`config.mk`:
```
export PLATFORM = sky130hd
export DESIGN_NAME = pwr_fault_ctrl
export DESIGN_NICKNAME = d
export VERILOG_FILES = /design/src/rtl/pwr_fault_pkg.sv /design/src/rtl/sw_ilim_qual.sv /design/src/rtl/lin_ilim_qual.sv /design/src/rtl/fault_seq_fsm.sv /design/src/rtl/pwr_fault_ctrl.sv
export SDC_FILE = /design/constraint.sdc
export NUM_CORES = 1
export LEC_CHECK = 0
export BUFFER_PORTS_ARGS = -buffer_cell sky130_fd_sc_hd__buf_2
export CORE_ASPECT_RATIO = 1.75
export CORE_UTILIZATION = 29
export DETAILED_ROUTE_END_ITERATION = 8
export SLEW_MARGIN = 20
export SYNTH_ARGS = -nofsm -noshare
export SYNTH_HDL_FRONTEND = slang
export SYNTH_HIERARCHICAL = 1
export SYNTH_SLANG_ARGS = --single-unit
export TNS_END_PERCENT = 50
```
`constraint.sdc`:
```
create_clock -name clk -period 1.4 [get_ports clk]
set_input_delay 0.14 -clock clk [delete_from_list [all_inputs] [get_ports clk]]
set_output_delay 0.14 -clock clk [all_outputs]
set_load 0.02 [all_outputs]
```
`src/rtl/pwr_fault_pkg.sv`:
```
// Shared types and defaults for the power fault shutdown controller.
// Assumes nothing beyond IEEE 1800-2017 packages.
package pwr_fault_pkg;

    // Controller phases: normal, timed fault off, thermal off, restart pulse.
    typedef enum logic [1:0] {
        ST_RUN         = 2'd0,
        ST_FAULT_OFF   = 2'd1,
        ST_THERMAL_OFF = 2'd2,
        ST_RESTART     = 2'd3
    } pf_state_t;

    localparam int DEF_N_SW         = 2;
    localparam int DEF_N_LIN        = 2;
    localparam int DEF_SW_CYC_LIMIT = 8;
    localparam int DEF_LIN_US_LIMIT = 20;
    localparam int DEF_OFF_MS       = 100;

endpackage

```
`src/rtl/sw_ilim_qual.sv`:
```
// Qualifies the peak current limit of one switching regulator.
// Counts switching-cycle strobes seen while the limit and soft-start-done
// are both high. Any break in either input clears the count. The fault is
// reported once CYC_LIMIT consecutive strobes have been counted.
// Assumes cyc_strobe is a single-cycle pulse per switching period.
module sw_ilim_qual #(
    parameter int CYC_LIMIT = 8
) (
    input  logic clk,
    input  logic rst_n,
    input  logic ss_done,
    input  logic cyc_strobe,
    input  logic ilim,
    output logic fault
);
    localparam int CNT_W = $clog2(CYC_LIMIT + 1);

    logic [CNT_W-1:0] cyc_cnt;
    logic             armed;

    assign armed = ss_done && ilim;

    // Consecutive-cycle counter, saturating at the limit.
    always_ff @(posedge clk) begin
        if (!rst_n || !armed) begin
            cyc_cnt <= '0;
        end else if (cyc_strobe && (cyc_cnt < CNT_W'(CYC_LIMIT))) begin
            cyc_cnt <= cyc_cnt + 1'b1;
        end
    end

    assign fault = (cyc_cnt == CNT_W'(CYC_LIMIT));

    // a dropped limit or soft-start-done clears the count next cycle.
    p_cnt_clear_r7: assert property (@(posedge clk) disable iff (!rst_n)
        !armed |=> (cyc_cnt == '0));

    // the count only advances on a strobe.
    p_step_on_strobe_r6: assert property (@(posedge clk) disable iff (!rst_n)
        (armed && !cyc_strobe) |=> $stable(cyc_cnt));

endmodule

```
`src/rtl/lin_ilim_qual.sv`:
```
// Qualifies the current limit of one linear regulator by elapsed time.
// Counts microsecond ticks while the limit and soft-start-done are both
// high. The fault is reported when more than US_LIMIT ticks have been
// counted. Any break clears the count.
// Assumes us_tick is a single-cycle pulse from a shared prescaler.
module lin_ilim_qual #(
    parameter int US_LIMIT = 20
) (
    input  logic clk,
    input  logic rst_n,
    input  logic ss_done,
    input  logic us_tick,
    input  logic ilim,
    output logic fault
);
    localparam int TOP   = US_LIMIT + 1;
    localparam int CNT_W = $clog2(TOP + 1);

    logic [CNT_W-1:0] us_cnt;
    logic             armed;

    assign armed = ss_done && ilim;

    // Continuous-duration timer, saturating one step past the limit.
    always_ff @(posedge clk) begin
        if (!rst_n || !armed) begin
            us_cnt <= '0;
        end else if (us_tick && (us_cnt < CNT_W'(TOP))) begin
            us_cnt <= us_cnt + 1'b1;
        end
    end

    assign fault = (us_cnt == CNT_W'(TOP));

    // a fault is only ever seen while the limit was held last cycle.
    p_fault_needs_ilim_r8: assert property (@(posedge clk) disable iff (!rst_n)
        fault |-> $past(armed));

    // releasing the limit clears the timer on the next edge.
    p_timer_clear_r8: assert property (@(posedge clk) disable iff (!rst_n)
        !armed |=> (us_cnt == '0));

endmodule

```
`src/rtl/fault_seq_fsm.sv`:
```
// Shutdown and restart state machine.
// RUN leaves for THERMAL_OFF on temp_shut (priority) or FAULT_OFF on an
// unmasked UV/OV trip. FAULT_OFF counts OFF_MS millisecond ticks and
// ignores all faults. THERMAL_OFF holds until temp_shut clears. Both exit
// through RESTART, which lasts exactly one cycle and then returns to RUN.
module fault_seq_fsm
    import pwr_fault_pkg::*;
#(
    parameter int OFF_MS = 100
) (
    input  logic      clk,
    input  logic      rst_n,
    input  logic      ms_tick,
    input  logic      trip,
    input  logic      temp_shut,
    output pf_state_t state
);
    localparam int MS_W = $clog2(OFF_MS + 1);

    pf_state_t        nxt;
    logic [MS_W-1:0]  ms_cnt;
    logic             off_done;

    assign off_done = ms_tick && (ms_cnt == MS_W'(OFF_MS - 1));

    // Next-state selection.
    always_comb begin
        nxt = state;
        unique case (state)
            ST_RUN: begin
                if (temp_shut)   nxt = ST_THERMAL_OFF;
                else if (trip)   nxt = ST_FAULT_OFF;
            end
            ST_FAULT_OFF:   if (off_done)   nxt = ST_RESTART;
            ST_THERMAL_OFF: if (!temp_shut) nxt = ST_RESTART;
            ST_RESTART:     nxt = ST_RUN;
            default:        nxt = ST_RUN;
        endcase
    end

    // State register.
    always_ff @(posedge clk) begin
        if (!rst_n) state <= ST_RUN;
        else        state <= nxt;
    end

    // Off-period millisecond counter, held at zero outside FAULT_OFF.
    always_ff @(posedge clk) begin
        if (!rst_n || state != ST_FAULT_OFF) begin
            ms_cnt <= '0;
        end else if (ms_tick) begin
            ms_cnt <= ms_cnt + 1'b1;
        end
    end

    // an unmasked trip while running with no thermal shutdown enters FAULT_OFF.
    p_trip_enters_off_r2: assert property (@(posedge clk) disable iff (!rst_n)
        (state == ST_RUN && trip && !temp_shut) |=> (state == ST_FAULT_OFF));

    // the off period stays put until its last tick, whatever the faults.
    p_off_hold_r4: assert property (@(posedge clk) disable iff (!rst_n)
        (state == ST_FAULT_OFF && !ms_tick) |=> (state == ST_FAULT_OFF));

    // thermal off holds while the shutdown flag stays high.
    p_therm_hold_r10: assert property (@(posedge clk) disable iff (!rst_n)
        (state == ST_THERMAL_OFF && temp_shut) |=> (state == ST_THERMAL_OFF));

    // thermal shutdown wins over a UV/OV trip in RUN.
    p_therm_priority_r10: assert property (@(posedge clk) disable iff (!rst_n)
        (state == ST_RUN && temp_shut) |=> (state == ST_THERMAL_OFF));

    // the restart phase never lasts two cycles.
    p_restart_single_r11: assert property (@(posedge clk) disable iff (!rst_n)
        (state == ST_RESTART) |=> (state == ST_RUN));

endmodule

```
`src/rtl/pwr_fault_ctrl.sv`:
```
// Top level of the power fault shutdown and restart controller.
// Combines per-rail UV/OV masking, per-type current-limit qualifiers and
// the shutdown state machine. It drives the global off command, the
// restart request and the interrupt and reset flags.
// Assumes all inputs are synchronous to clk, and that rails 0..N_SW-1 are
// switching regulators while the rest are linear regulators.
module pwr_fault_ctrl
    import pwr_fault_pkg::*;
#(
    parameter int N_SW         = DEF_N_SW,
    parameter int N_LIN        = DEF_N_LIN,
    parameter int SW_CYC_LIMIT = DEF_SW_CYC_LIMIT,
    parameter int LIN_US_LIMIT = DEF_LIN_US_LIMIT,
    parameter int OFF_MS       = DEF_OFF_MS,
    localparam int N_RAIL      = N_SW + N_LIN
) (
    input  logic              clk,
    input  logic              rst_n,
    input  logic              us_tick,
    input  logic              ms_tick,
    input  logic [N_RAIL-1:0] ss_done,
    input  logic [N_RAIL-1:0] uv,
    input  logic [N_RAIL-1:0] ov,
    input  logic [N_RAIL-1:0] uvov_mask,
    input  logic [N_SW-1:0]   sw_cycle,
    input  logic [N_SW-1:0]   sw_ilim,
    input  logic [N_LIN-1:0]  lin_ilim,
    input  logic              temp_warn,
    input  logic              temp_shut,
    output logic              outputs_off,
    output logic              restart_req,
    output logic              sys_rst_req,
    output logic              irq_req,
    output logic [N_RAIL-1:0] uvov_status,
    output logic [N_RAIL-1:0] ilim_fault,
    output logic              warn_flag,
    output logic              therm_flag
);
    pf_state_t state;
    logic      trip;

    // Any rail with a live, unmasked UV or OV condition.
    assign trip = |((uv | ov) & ~uvov_mask);

    // Switching-rail current-limit qualifiers.
    for (genvar i = 0; i < N_SW; i++) begin : g_sw
        sw_ilim_qual #(.CYC_LIMIT(SW_CYC_LIMIT)) u_qual (
            .clk        (clk),
            .rst_n      (rst_n),
            .ss_done    (ss_done[i]),
            .cyc_strobe (sw_cycle[i]),
            .ilim       (sw_ilim[i]),
            .fault      (ilim_fault[i])
        );
    end

    // Linear-rail current-limit qualifiers.
    for (genvar j = 0; j < N_LIN; j++) begin : g_lin
        lin_ilim_qual #(.US_LIMIT(LIN_US_LIMIT)) u_qual (
            .clk     (clk),
            .rst_n   (rst_n),
            .ss_done (ss_done[N_SW + j]),
            .us_tick (us_tick),
            .ilim    (lin_ilim[j]),
            .fault   (ilim_fault[N_SW + j])
        );
    end

    fault_seq_fsm #(.OFF_MS(OFF_MS)) u_fsm (
        .clk       (clk),
        .rst_n     (rst_n),
        .ms_tick   (ms_tick),
        .trip      (trip),
        .temp_shut (temp_shut),
        .state     (state)
    );

    // Live status flags, registered once.
    always_ff @(posedge clk) begin
        if (!rst_n) begin
            uvov_status <= '0;
            warn_flag   <= 1'b0;
            therm_flag  <= 1'b0;
        end else begin
            uvov_status <= uv | ov;
            warn_flag   <= temp_warn;
            therm_flag  <= temp_shut;
        end
    end

    assign outputs_off = (state != ST_RUN);
    assign restart_req = (state == ST_RESTART);
    assign sys_rst_req = (state == ST_FAULT_OFF) || (state == ST_THERMAL_OFF);
    assign irq_req     = sys_rst_req || warn_flag || (|ilim_fault);

    // the restart request is a single-cycle pulse.
    p_restart_pulse_r11: assert property (@(posedge clk) disable iff (!rst_n)
        restart_req |=> !restart_req);

    // a restart request always leads straight back to outputs on.
    p_restart_then_on_r3: assert property (@(posedge clk) disable iff (!rst_n)
        restart_req |=> !outputs_off);

    // live status tracks the raw inputs with one cycle of delay.
    p_status_live_r5: assert property (@(posedge clk) disable iff (!rst_n)
        1'b1 |=> (uvov_status == $past(uv | ov)));

    // a warning alone never turns outputs off.
    p_warn_only_r9: assert property (@(posedge clk) disable iff (!rst_n)
        (!outputs_off && !temp_shut && !trip) |=> !outputs_off);

endmodule

```
==> results.sh, run 1 <==
export IMPL_power_density_nw_per_um2=1150
export IMPL_yosysSeqAreaShare_pct=40.1
export IMPL_antenna_found_initial=0
export IMPL_wl_met2_mm=1.82
export IMPL_maxCapViolCount=0
export IMPL_cp_end_kind="primary output"
export IMPL_seqCellArea_um2=676
export IMPL_failed_checks="DRC, setup timing"
export IMPL_grt_overflow_total=0
export IMPL_ir_drop_mv=0.510
export IMPL_gp_congestion=0.799
export IMPL_dp_cells=309
export IMPL_cp_max_fo=2
export IMPL_cp_top_family="simple AND/OR/NAND/NOR gates"
export IMPL_totalWireLength_mm=3.49
export IMPL_path_buf_inv=2
export IMPL_dp_slack_ns=0.0390
export IMPL_antennaDiodeCount=0
export IMPL_hold_path_class="input pin to flop"
export IMPL_cts_tree="yes"
export IMPL_wl_met1_mm=1.41
export IMPL_synth_simple_area_share_pct=21.4
export IMPL_min_from="uv[0]"
export IMPL_power_mw=2.55
export IMPL_final_cells=317
export IMPL_syn_inst=178
export IMPL_cp_slowest_cell="dfxtp_2"
export IMPL_clock_sinks=33
export IMPL_dp_hpwl_mm=2.68
export IMPL_rows=36
export IMPL_clk_pin_slew_ns=0.07
export IMPL_synth_top_family_by_area="simple AND/OR/NAND/NOR gates"
export IMPL_drv_slew=0
export IMPL_die_x_um=59.0
export IMPL_io_buffers=41
export IMPL_avgSynthCellArea_um2=9.25
export IMPL_worst_pin_slew_ns=0.242
export IMPL_first_pass_iters=6
export IMPL_fp_dieH_um=102
export IMPL_ios=42
export IMPL_core_um2=5540
export IMPL_synth_cell_type_count=31
export IMPL_clk_latency_ns=0.28
export IMPL_synth_fa_ha_area_share_pct=11.4
export IMPL_dr_wl_met3_um=173
export IMPL_die_area_um2=6000
export IMPL_synth_xor_area_share_pct=4.79
export IMPL_drive_gt1_share_pct=35.3
export IMPL_p_leak_nw=0.985
export IMPL_postCtsHoldBufs=0
export IMPL_post_cts_setup_buffers=0
export IMPL_clockRootBuffer="clkbuf_8"
export IMPL_nets=283
export IMPL_status="complete, but fails checks"
export IMPL_hold_viol=0
export IMPL_grt_pass1_vias=1408
export IMPL_vias_per_cell=4.67
export IMPL_crit_required_ns=1.26
export IMPL_htree_levels=2
export IMPL_cts_buffers=5
export IMPL_crit_path_max_incr_delay_ns=0.33
export IMPL_yosysWarnings=6
export IMPL_nFillCells=570
export IMPL_vias=1481
export IMPL_initial_utilization_pct=29.7
export IMPL_grt_pass1_wl_mm=5.73
export IMPL_reg2reg_from="u_fsm/ms_cnt[2]"
export IMPL_multi_input_area_um2=942
export IMPL_worstPathArrival_ns=1.51
export IMPL_min_period_ns=1.65
export IMPL_setup_tns_ns=-0.255
export IMPL_grt_total_usage_pct=13.0
export IMPL_max_slew_margin_pct=83.8
export IMPL_holdWs_ns=0.0638
export IMPL_synth_ff_type="dfxtp_1"
export IMPL_cp_cell_sequence="inv_2 -> ha_2 -> and3b_2 -> nor4_2 -> nand2_1 -> buf_6"
export IMPL_synth_area_um2=1650
export IMPL_wl_per_cell_um=11.0
export IMPL_cts_max_path_buffers=2
export IMPL_final_util_pct=39.9
export IMPL_synthMuxAreaShare_pct=3.04
export IMPL_synth_edf_count=0
export IMPL_synth_async_reset_ratio_pct=0
export IMPL_setup_slack_ns=-0.255
export IMPL_routed_top_layer="met4"
export IMPL_area_growth_pct=34.1
export IMPL_drc=2
export IMPL_worstSetupPathType="flop to primary output"
export IMPL_ant_nets=0
export IMPL_grt_max_degree=11
export IMPL_rsz0062_at_grt="true"
export IMPL_design_area_um2=2210
export IMPL_ys_ff_latch=33
export IMPL_setup_viol=1
export IMPL_mappedNetlistNets=221
export IMPL_placed_area_um2=2050
export IMPL_start_kind="flop"
export IMPL_max_freq_mhz=604
export IMPL_fin_crit_sh_pct=118
export IMPL_synth_compound_area_share_pct=15.8
export IMPL_drt_iter0_drc=38
export IMPL_startpoint="g_sw[1].u_qual/cyc_cnt[0]"
export IMPL_skew_ns=0.00641
==> cell usage after synthesis, drive strengths merged (4+ instances only) <==
cell type / instances / area (um^2)
dfxtp: 33 / 661
nor2: 17 / 63.8
ha: 15 / 188
inv: 15 / 56.3
a21oi: 12 / 60.1
o21ai: 10 / 50.0
nand2: 8 / 30.0
nand4: 7 / 43.8
or3: 7 / 43.8
xor2: 6 / 52.6
mux2i: 5 / 50.1
nand3: 5 / 25.0
o21a: 4 / 30.0
o21bai: 4 / 30.0
==> layout by cell type, fill, tap and decap left out, drive strengths merged, types with 2 or more instances in the layout <==
| cell | count |
|---|---|
| clkbuf | 7 |
| nor2 | 17 |
| nor2b | 2 |
| a21bo | 2 |
| inv | 15 |
| or3 | 7 |
| and2b | 2 |
| a41oi | 2 |
| and3b | 2 |
| nand4 | 7 |
| o21ai | 10 |
| o21bai | 4 |
| o211a | 2 |
| xor2 | 6 |
| buf | 55 |
| and4b | 2 |
| a21oi | 12 |
| o31ai | 2 |
| nand3 | 5 |
| mux2i | 5 |
| ha | 15 |
| dfxtp | 33 |
| xnor2 | 3 |
| nand3b | 2 |
| and2 | 3 |
| nand2 | 8 |
| a221oi | 2 |
| o21a | 4 |
==> registers in the layout, indices dropped and copies added, names as in the netlist <==
register,flops
warn_flag,1
g_sw.u_qual/cyc_cnt,8
g_lin.u_qual/us_cnt,10
u_fsm/state,2
therm_flag,1
u_fsm/ms_cnt,7
uvov_status,4
==> cell families after synthesis <==
family | count (synthesis)
DFF | 33
muxes | 5
xor gates and xnor gates | 9
AOI/OAI and AO/OA | 40
adders and majority gates | 15
and+or+nand+nor | 61
buffers and inverters | 15
==> report_power, final <==
| group | internal (mW) | switching, mW | total [mW] |
|---|---|---|---|
| combinational | 0.268 | 0.322 | 0.590 |
| clock | 0.580 | 0.347 | 0.927 |
| sequential | 0.986 | 0.0431 | 1.03 |
==> per-layer routing <==
metal,vias to the layer above,GRT usage (%)
met3,6,3.45
met2,43,24.7
li1,749,-
met1,683,11.7
met4,0,7.69
met5,-,0
==> path summary, 6_finish.rpt <==
check                                                  to  slack (ns)  cells after the start
worst min-delay path                       uvov_status[0]        0.06                      2
worst max register to register             u_fsm/state[1]        0.10                      4
worst min register to register  g_lin[1].u_qual/us_cnt[1]        0.49                      2
worst max-delay path                              irq_req       -0.25                      6
==> layout make-up <==
| cell class | instances | share of cell area (%) |
|---|---|---|
| clock inverter | 1 | 1.36 |
| sequential | 33 | 30.6 |
| inverter | 15 | 2.55 |
| tap | 76 | 4.31 |
| timing repair buffer | 55 | 14.6 |
| clock buffer | 7 | 3.91 |
| multi-input combinational | 130 | 42.7 |
==> timing repair <==
action                                  4_1_cts  5_1_grt
endpoints found under the setup margin        2        6
gates resized for setup                      14        7
pin swaps                                     4        2
endpoints found under the hold margin         0        0
Power figures use the tool's default switching activity.
==> run 2, diff against run 1 <==
--- a/config.mk
+++ b/config.mk
@@ -7,8 +7,9 @@
 export LEC_CHECK = 0
 export BUFFER_PORTS_ARGS = -buffer_cell sky130_fd_sc_hd__buf_2
 export CORE_ASPECT_RATIO = 1.75
-export CORE_UTILIZATION = 29
+export CORE_UTILIZATION = 52
 export DETAILED_ROUTE_END_ITERATION = 8
+export PLACE_DENSITY = 0.78
 export SLEW_MARGIN = 20
 export SYNTH_ARGS = -nofsm -noshare
 export SYNTH_HDL_FRONTEND = slang
==> results.sh, run 2 (synthesis gave the netlist of run 1 again) <==
export IMPL_first_pass_iters=4
export IMPL_drive_gt1_share_pct=34.2
export IMPL_rr_endpoint="u_fsm/state[1]"
export IMPL_clk_pin_slew_ns=0.07
export IMPL_hold_path_class="input pin to flop"
export IMPL_antennaDiodeCount=0
export IMPL_maxCapViolCount=0
export IMPL_cts_buffers=5
export IMPL_cts_max_path_buffers=2
export IMPL_reg_top3="g_lin.u_qual/us_cnt x10, g_sw.u_qual/cyc_cnt x8, u_fsm/ms_cnt x7"
export IMPL_cp_max_fo=2
export IMPL_dp_cells=268
export IMPL_hold_viol=0
export IMPL_post_cts_setup_buffers=0
export IMPL_startpoint="g_sw[1].u_qual/cyc_cnt[1]"
export IMPL_final_cell_mix="buf_2, dfxtp_1, nor2_1, ha_1, a21oi_1"
export IMPL_clockRootBuffer="clkbuf_8"
export IMPL_rsz0062_at_grt="true"
export IMPL_final_common_cell="buf_2"
export IMPL_totalWireLength_mm=3.69
export IMPL_antenna_found_initial=0
export IMPL_crit_required_ns=1.26
export IMPL_cp_cell_sequence="inv_2 -> ha_4 -> and3b_2 -> nor4_2 -> nand2_1 -> buf_6"
export IMPL_ant_nets=0
export IMPL_die_area_um2=3400
export IMPL_postCtsHoldBufs=0
export IMPL_ff2ff_path_depth=5
export IMPL_top_register="g_lin.u_qual/us_cnt"
export IMPL_vias_per_cell=5.33
export IMPL_nets=276
export IMPL_sequentialPowerShare_pct=42.7
export IMPL_setup_tns_ns=-0.222
export IMPL_min_period_ns=1.62
export IMPL_core_um2=2960
export IMPL_grt_total_usage_pct=23.7
export IMPL_vias=1470
export IMPL_grt_pass1_vias=1528
export IMPL_htree_levels=2
export IMPL_ios=42
export IMPL_combPwrFrac_pct=25.1
export IMPL_grt_max_degree=16
export IMPL_area_growth_pct=27.9
export IMPL_cp_slowest_cell="dfxtp_2"
export IMPL_cts_tree="yes"
export IMPL_nFillCells=247
export IMPL_clkPwrFrac_pct=32.2
export IMPL_max_slew_margin_pct=80.4
export IMPL_worst_pin_slew_ns=0.294
export IMPL_gp_congestion=0.743
export IMPL_switchingPower_mw=0.705
export IMPL_reg2reg_from="u_fsm/state[0]"
export IMPL_start_kind="flop"
export IMPL_max_freq_mhz=616
export IMPL_failed_checks="setup timing"
export IMPL_io_buffers=41
export IMPL_fin_crit_sh_pct=116
export IMPL_fp_dieH_um=76.4
export IMPL_grt_overflow_total=0
export IMPL_grt_pass1_wl_mm=6.16
export IMPL_clk_latency_ns=0.28
export IMPL_setup_viol=1
export IMPL_worstSetupPathType="flop to primary output"
export IMPL_p_leak_nw=0.946
export IMPL_clock_sinks=33
export IMPL_min_to="warn_flag"
export IMPL_path_buf_inv=2
export IMPL_dp_hpwl_mm=2.84
export IMPL_holdWs_ns=0.0684
export IMPL_power_density_nw_per_um2=1140
export IMPL_ir_drop_mv=0.909
export IMPL_r2r_slack_ns=0.04
export IMPL_p_int_mw=1.70
export IMPL_cp_top_family="simple AND/OR/NAND/NOR gates"
export IMPL_rows=26
export IMPL_final_cells=276
export IMPL_skew_ns=0.00851
export IMPL_die_x_um=44.5
export IMPL_holdPathStages=2
export IMPL_min_from="temp_warn"
export IMPL_initial_utilization_pct=55.6
export IMPL_drv_slew=0
export IMPL_drc=0
export IMPL_largest_reg_flops=10
export IMPL_crit_path_max_incr_delay_ns=0.34
export IMPL_cp_end_kind="primary output"
export IMPL_drt_iter0_drc=28
export IMPL_wl_per_cell_um=13.4
export IMPL_swShare_pct=29.3
export IMPL_status="complete, but fails checks"
export IMPL_setup_slack_ns=-0.222
export IMPL_worstPathArrival_ns=1.48
[run 2: changes by cell type in the layout (fill, tap and decap cells not counted)]
cell / delta
ha_4: +1
dfxtp_2: +1
dfxtp_4: -1
clkbuf_1: -1
clkbuf_8: +1
buf_4: -7
ha_2: -1
bufinv_16: -1
inv_2: +1
clkinv_2: +1
inv_1: -1
[run 2: what timing repair did]
item,4_1_cts,5_1_grt
hold endpoints to repair,0,0
setup endpoints to repair,3,5
pin swaps,2,3
cloned,0,0
resized for setup,16,6
[run 2: final cells by class]
| type | instances | area [um^2] | area share (%) |
|---|---|---|---|
| Timing Repair Buffer | 48 | 270 | 12.8 |
| Inverter | 15 | 56.3 | 2.67 |
| Tap cell | 42 | 52.6 | 2.50 |
| Clock buffer | 7 | 96.3 | 4.58 |
| Clock inverter | 1 | 5.00 | 0.238 |
| Multi-Input combinational cell | 130 | 952 | 45.2 |
| Sequential cell | 33 | 673 | 32.0 |
[run 2: layer usage]
metal	track usage, %	up-vias	share of wire (%)
met5	0	-	0
met4	9.70	0	2.6
met3	4.74	13	4.0
met2	45.4	44	58
met1	22.5	675	36
li1	-	738	-
[run 2: power groups by stage]
stage / Clock [mW] / Combinational [mW] / Sequential [mW]
finish: 0.774 / 0.603 / 1.02
global route: 0.835 / 0.663 / 1.03
CTS: 0.798 / 0.601 / 1.02
detailed placement: 0 / 0.573 / 1.04
global placement: 0 / 0.549 / 1.04
floorplan: 0 / 0.361 / 1.05
[run 2: how the worst max path moves through the flow]
stage / end / slack (ns) / cells past startpoint
floorplan: irq_req / 0.008 / 5
detailed placement: u_fsm/state[1] / 0.03 / 5
CTS: irq_req / -0.23 / 6
global placement: irq_req / 0.07 / 6
global route: irq_req / -0.29 / 6
finish: irq_req / -0.22 / 6
[run 2: stage by stage]
| step | setup WS [ns] | instance area, um^2 | power (mW) | util [%] |
|---|---|---|---|---|
| 6_report | -0.222 | 2110 | 2.40 | 71.1 |
| 5_1_grt | -0.287 | 2110 | 2.53 | 71.1 |
| 4_1_cts | -0.234 | 2090 | 2.42 | 70.7 |
| 3_5_place_dp | 0.0325 | 1960 | 1.61 | 66.1 |
| 3_3_place_gp | 0.0709 | 1960 | 1.59 | 66.1 |
| 2_1_floorplan | 0.00753 | 1650 | 1.41 | - |
